File: src/rtl/irq_flag_pkg.sv
package irq_flag_pkg;
  typedef enum logic [1:0] {
    SENSE_LOW  = 2'b00,
    SENSE_FALL = 2'b01,
    SENSE_RISE = 2'b10,
    SENSE_BOTH = 2'b11
  } sense_e;

  localparam int REG_ADDR_W = 2;
  localparam logic [REG_ADDR_W-1:0] ADDR_ENABLE  = 2'd0;
  localparam logic [REG_ADDR_W-1:0] ADDR_STATUS  = 2'd1;
  localparam logic [REG_ADDR_W-1:0] ADDR_SENSE_L = 2'd2;
  localparam logic [REG_ADDR_W-1:0] ADDR_SENSE_H = 2'd3;
endpackage

File: src/rtl/irq_pin_sync.sv
module irq_pin_sync #(
  parameter int NCH    = 6,
  parameter int STAGES = 2
) (
  input  logic           clk,
  input  logic           rst,
  input  logic [NCH-1:0] pin_in,
  output logic [NCH-1:0] lvl,
  output logic [NCH-1:0] lvl_prev
);
  for (genvar g = 0; g < NCH; g++) begin : g_ch
    logic [STAGES-1:0] chain;
    logic              prev;
    always_ff @(posedge clk) begin
      if (rst) begin
        chain <= '1;
        prev  <= 1'b1;
      end else begin
        chain <= {chain[STAGES-2:0], pin_in[g]};
        prev  <= chain[STAGES-1];
      end
    end
    assign lvl[g]      = chain[STAGES-1];
    assign lvl_prev[g] = prev;
  end
endmodule

File: src/rtl/irq_flag_cell.sv
module irq_flag_cell
  import irq_flag_pkg::*;
(
  input  logic       clk,
  input  logic       rst,
  input  logic       lvl,
  input  logic       lvl_prev,
  input  logic [1:0] mode,
  input  logic       rd_hit,
  input  logic       wr_zero,
  input  logic       ack_hit,
  input  logic       xfer_hit,
  output logic       flag,
  output logic       marker
);
  logic trig;
  logic clr;

  always_comb begin
    unique case (sense_e'(mode))
      SENSE_LOW:  trig = ~lvl;
      SENSE_FALL: trig = lvl_prev & ~lvl;
      SENSE_RISE: trig = ~lvl_prev & lvl;
      default:    trig = lvl_prev ^ lvl;
    endcase
  end

  assign clr = (wr_zero & marker)
             | (ack_hit & ((sense_e'(mode) != SENSE_LOW) | lvl))
             | xfer_hit;

  always_ff @(posedge clk) begin
    if (rst) begin
      flag   <= 1'b0;
      marker <= 1'b0;
    end else begin
      if (trig)     flag <= 1'b1;
      else if (clr) flag <= 1'b0;
      if (clr)                 marker <= 1'b0;
      else if (rd_hit && flag) marker <= 1'b1;
    end
  end
endmodule

File: src/rtl/irq_flag_ctrl.sv
module irq_flag_ctrl
  import irq_flag_pkg::*;
#(
  parameter int NCH    = 6,
  parameter int DATA_W = 8,
  parameter int SYNC_N = 2,
  localparam int CH_W  = $clog2(NCH)
) (
  input  logic                  clk,
  input  logic                  rst,
  input  logic [NCH-1:0]        irq_pin,
  input  logic                  reg_rd,
  input  logic                  reg_wr,
  input  logic [REG_ADDR_W-1:0] reg_addr,
  input  logic [DATA_W-1:0]     reg_wdata,
  output logic [DATA_W-1:0]     reg_rdata,
  input  logic                  ack_valid,
  input  logic [CH_W-1:0]       ack_ch,
  input  logic                  xfer_act,
  input  logic [CH_W-1:0]       xfer_ch,
  input  logic                  xfer_keep,
  output logic [NCH-1:0]        irq_req,
  output logic                  irq_any
);
  localparam int SENSE_W = 2 * NCH;
  localparam int SPAD_W  = 2 * DATA_W;
  localparam logic [SPAD_W-1:0] SENSE_MASK =
    {{(SPAD_W - SENSE_W){1'b0}}, {SENSE_W{1'b1}}};

  logic [NCH-1:0]    en_q;
  logic [SPAD_W-1:0] sense_q;
  logic [NCH-1:0]    lvl, lvl_prev;
  logic [NCH-1:0]    flag_vec, marker_vec;
  logic              st_rd, st_wr;

  assign st_rd = reg_rd && !reg_wr && (reg_addr == ADDR_STATUS);
  assign st_wr = reg_wr && (reg_addr == ADDR_STATUS);

  irq_pin_sync #(.NCH(NCH), .STAGES(SYNC_N)) u_sync (
    .clk(clk), .rst(rst), .pin_in(irq_pin), .lvl(lvl), .lvl_prev(lvl_prev)
  );

  for (genvar g = 0; g < NCH; g++) begin : g_cell
    irq_flag_cell u_cell (
      .clk(clk), .rst(rst),
      .lvl(lvl[g]), .lvl_prev(lvl_prev[g]),
      .mode(sense_q[2*g +: 2]),
      .rd_hit(st_rd),
      .wr_zero(st_wr && !reg_wdata[g]),
      .ack_hit(ack_valid && (ack_ch == CH_W'(g))),
      .xfer_hit(xfer_act && !xfer_keep && (xfer_ch == CH_W'(g))),
      .flag(flag_vec[g]), .marker(marker_vec[g])
    );
  end

  always_ff @(posedge clk) begin
    if (rst) begin
      en_q    <= '0;
      sense_q <= '0;
    end else if (reg_wr) begin
      case (reg_addr)
        ADDR_ENABLE:  en_q <= reg_wdata[NCH-1:0];
        ADDR_SENSE_L: sense_q[DATA_W-1:0] <= reg_wdata & SENSE_MASK[DATA_W-1:0];
        ADDR_SENSE_H: sense_q[SPAD_W-1:DATA_W] <= reg_wdata & SENSE_MASK[SPAD_W-1:DATA_W];
        default: ;
      endcase
    end
  end

  always_ff @(posedge clk) begin
    if (rst) begin
      reg_rdata <= '0;
    end else if (reg_rd && !reg_wr) begin
      case (reg_addr)
        ADDR_ENABLE:  reg_rdata <= {{(DATA_W-NCH){1'b0}}, en_q};
        ADDR_STATUS:  reg_rdata <= {{(DATA_W-NCH){1'b0}}, flag_vec};
        ADDR_SENSE_L: reg_rdata <= sense_q[DATA_W-1:0];
        default:      reg_rdata <= sense_q[SPAD_W-1:DATA_W];
      endcase
    end
  end

  always_ff @(posedge clk) begin
    if (rst) begin
      irq_req <= '0;
      irq_any <= 1'b0;
    end else begin
      irq_req <= flag_vec & en_q;
      irq_any <= |(flag_vec & en_q);
    end
  end
endmodule

File: config.mk
export PLATFORM = sky130hd
export DESIGN_NAME = irq_flag_ctrl
export DESIGN_NICKNAME = d
export VERILOG_FILES = /design/src/rtl/irq_flag_pkg.sv /design/src/rtl/irq_pin_sync.sv /design/src/rtl/irq_flag_cell.sv /design/src/rtl/irq_flag_ctrl.sv
export SDC_FILE = /design/constraint.sdc
export NUM_CORES = 1
export LEC_CHECK = 0
export CAP_MARGIN = 0
export CORE_AREA = 2 2 72 74
export CTS_BUF_LIST = sky130_fd_sc_hd__clkbuf_8
export DETAILED_ROUTE_END_ITERATION = 7
export DIE_AREA = 0 0 74 76
export PLACE_DENSITY = 0.86
export SLEW_MARGIN = 0
export SYNTH_ARGS = -nofsm -noshare
export SYNTH_HDL_FRONTEND = slang
export SYNTH_SLANG_ARGS = --single-unit
File: constraint.sdc
create_clock -name clk -period 2.1 [get_ports clk]
set_input_delay 0.21 -clock clk [delete_from_list [all_inputs] [get_ports clk]]
set_output_delay 0.21 -clock clk [all_outputs]
set_load 0.01 [all_outputs]
==> results.yml <==
outcome:
  status: "finished, final reports clean"
detailed_routing:
  drc: 0
  final_antenna_net_count: 0
  drt-total-wl_um: 5870
  vias_per_cell: 5.50
  wl_per_cell_um: 14.4
  drtIter0Drc: 141
  drtPass1Iterations: 4
  vias: 2248
placement:
  place.gp.congestion: 0.845
  placed_cell_area_mm2: 0.00331
  dpl.cell_count: 393
  io_buffers: 43
  dp_hpwl_um: 4350
  preCtsSetupSlack_ns: 0.196
setup_path:
  startpoint_type: "input pin"
  cp.arrival_ns: 1.79
  reg2reg_to: "g_cell[1].u_cell.flag$_SDFFE_PP0P_"
  startpoint: "reg_addr[0]"
  crit_end: "en_q[1]$_SDFFE_PP0P_"
  critPathKind: "in -> reg"
  crit_fanout: 13
  worst_ep_required_time_ns: 2.29
  reg2reg_setup_slack_ns: 0.70
  crit_path_end_kind: "flip-flop"
  rr_worst_depth: 3
  r2r-start: "u_sync.g_ch[1].chain[1]$_SDFF_PP1_"
clock_network:
  cts_buffer_depth: 2
  path_clk_slew_ns: 0.07
  hold_buffers: 0
  cts_resized: 0
  clock_latency_ns: 0.34
  htree_num_levels: 3
  cts_tree: "yes"
  cts_buffers: 9
  post_cts_buffers: 0
  cts-root-buf: "clkbuf_8"
  clock_sinks: 63
floorplan:
  rows: 26
  die_h_um: 76
  coreArea_mm2: 0.00491
  fp.dieArea_mm2: 0.00562
  pin_count: 44
  initial_utilization: 0.579
  die_w_um: 74
synth:
  synth_nets: 330
  synthAdderAreaFrac: 0.0528
  ys_ff_latch: 63
  async_flop_share: 0
  ys.flop_type: "dfxtp_1"
  syn_area_per_cell_um2: 9.84
  synth_area_mm2: 0.00284
  synth_xor_area_frac: 0
  ys_types: 35
  muxShareOfSynthArea: 0.138
  yosysSeqAreaShare: 0.443
  yosys-top-cells-area: "dfxtp_1, ha_1, mux4_2"
  yosys_warnings: 0
  yosysMostFrequentCell: "dfxtp_1"
  synth-edff-count: 0
  syn_inst: 289
  yosysTopAreaCellShare: 0.443
  yosysTopAreaCell: "dfxtp_1"
  synth_top_family_by_area: "simple AND/OR/NAND/NOR gates"
  synthSimpleGateAreaFrac: 0.225
  synth_compound_area_frac: 0.0761
  yosys-top-cells-count: "dfxtp_1, inv_1, nand2_1, nor2_1, or2_2"
timing:
  period_minus_slack_ns: 1.60
  fmax_mhz: 625
  max_slew_margin: 0.437
  fin_skew_ns: 0.00814
  hold_slack_ns: 0.411
  period_share: 0.762
  slew_viol_final: 0
  hold_viol_final: 0
  fin_tns_setup_ns: 0
  timing.final.ws_setup_ns: 0.501
  grt_setup_unrepaired: "no"
  worst_slew_pin_slew_ns: 0.844
  setup_viol: 0
cells_and_area:
  num-nets-final: 375
  n_antenna_cell: 0
  final_cells: 409
  area_delta_synth_final_pct: 23.8
  postLayoutCoreUtil: 0.717
  layout-drive-gt1-share: 0.147
  fin_area_mm2: 0.00352
pwr:
  power_mw: 2.58
  powerDensity_mw_per_mm2: 734
  p_leak_nw: 1.41
  peakVddDrop_uv: 554
grt:
  grt_usage: 0.233
  grt_overflow: 0
  grt_pass1_vias: 2206
  grt_pass1_wl_um: 9960
  antenna_found_initial: 0
  grt_max_degree: 58
min_path:
  worstHoldPathType: "reg -> reg"
flow_run:
  max-cap-violations: 0
cells by family after synthesis:
family | after synthesis
AO/OA/AOI/OAI | 32
adder cells (fa/ha/maj) | 12
buffers and inverters | 42
flip-flops | 63
multiplexers | 25
AND/OR/NAND/NOR | 115
routing by layer:
layer / global-route usage / up-vias / part of all wire
li1: - / 1092 / -
met1: 0.283 / 1064 / 0.41
met2: 0.379 / 75 / 0.50
met3: 0.0529 / 17 / 0.058
met4: 0.115 / 0 / 0.032
met5: 0 / - / 0
registers in the layout, summed over array words and instances, names as in the netlist:
signal	flops
u_sync.g_ch.prev	6
u_sync.g_ch.chain	12
g_cell.u_cell.flag	6
en_q	6
irq_req	6
irq_any	1
g_cell.u_cell.marker	6
reg_rdata	8
sense_q	12
power breakdown:
| part | leakage (nW) | internal, mW | total, mW | switching, mW |
|---|---|---|---|---|
| combinational | 0.787 | 0.130 | 0.235 | 0.106 |
| sequential | 0.514 | 1.23 | 1.27 | 0.0358 |
| clock | 0.114 | 0.637 | 1.08 | 0.441 |
how the worst min path moves through the flow:
| stage | cells past startpoint | start | endpoint | slack, ns |
|---|---|---|---|---|
| after detailed placement | 1 | u_sync.g_ch[3].chain[0]$_SDFF_PP1_ | u_sync.g_ch[3].chain[1]$_SDFF_PP1_ | 0.40 |
| final | 1 | u_sync.g_ch[3].chain[0]$_SDFF_PP1_ | u_sync.g_ch[3].chain[1]$_SDFF_PP1_ | 0.41 |
| after CTS | 1 | u_sync.g_ch[3].chain[0]$_SDFF_PP1_ | u_sync.g_ch[3].chain[1]$_SDFF_PP1_ | 0.41 |
| after floorplan | 1 | irq_pin[0] | u_sync.g_ch[0].chain[0]$_SDFF_PP1_ | 0.31 |
| after global placement | 1 | u_sync.g_ch[1].chain[0]$_SDFF_PP1_ | u_sync.g_ch[1].chain[1]$_SDFF_PP1_ | 0.39 |
| after global routing | 1 | u_sync.g_ch[4].chain[0]$_SDFF_PP1_ | u_sync.g_ch[4].chain[1]$_SDFF_PP1_ | 0.43 |
cell usage in the layout (no fill, tap or decap), types with 2 or more instances in the layout:
master,instances
inv_1,30
ha_1,12
mux4_2,6
nor4_1,8
and3_1,2
mux4_1,4
nand3b_1,4
a311oi_1,2
buf_4,4
clkinv_2,2
mux2i_1,13
or2_2,18
and2_1,2
mux2_2,2
a21oi_1,17
nand2_1,24
clkdlybuf4s50_1,42
dfxtp_1,63
nand2b_1,12
nor3_1,7
o32ai_1,12
nand3_1,8
nor2_1,21
clkbuf_8,12
cell type report:
type	count	area, um2
Multi-Input combinational cell	184	1400
Fill cell	379	1390
Sequential cell	63	1260
Timing Repair Buffer	47	455
Clock buffer	12	165
Inverter	29	109
Tap cell	70	87.6
Clock inverter	4	43.8
critical path, stage by stage:
cell and delay [ns]:
clkdlybuf4s50_1 0.71, nor3b_4 0.55, mux2i_1 0.26, nor2_1 0.06
(Power assumes the default switching activity.)
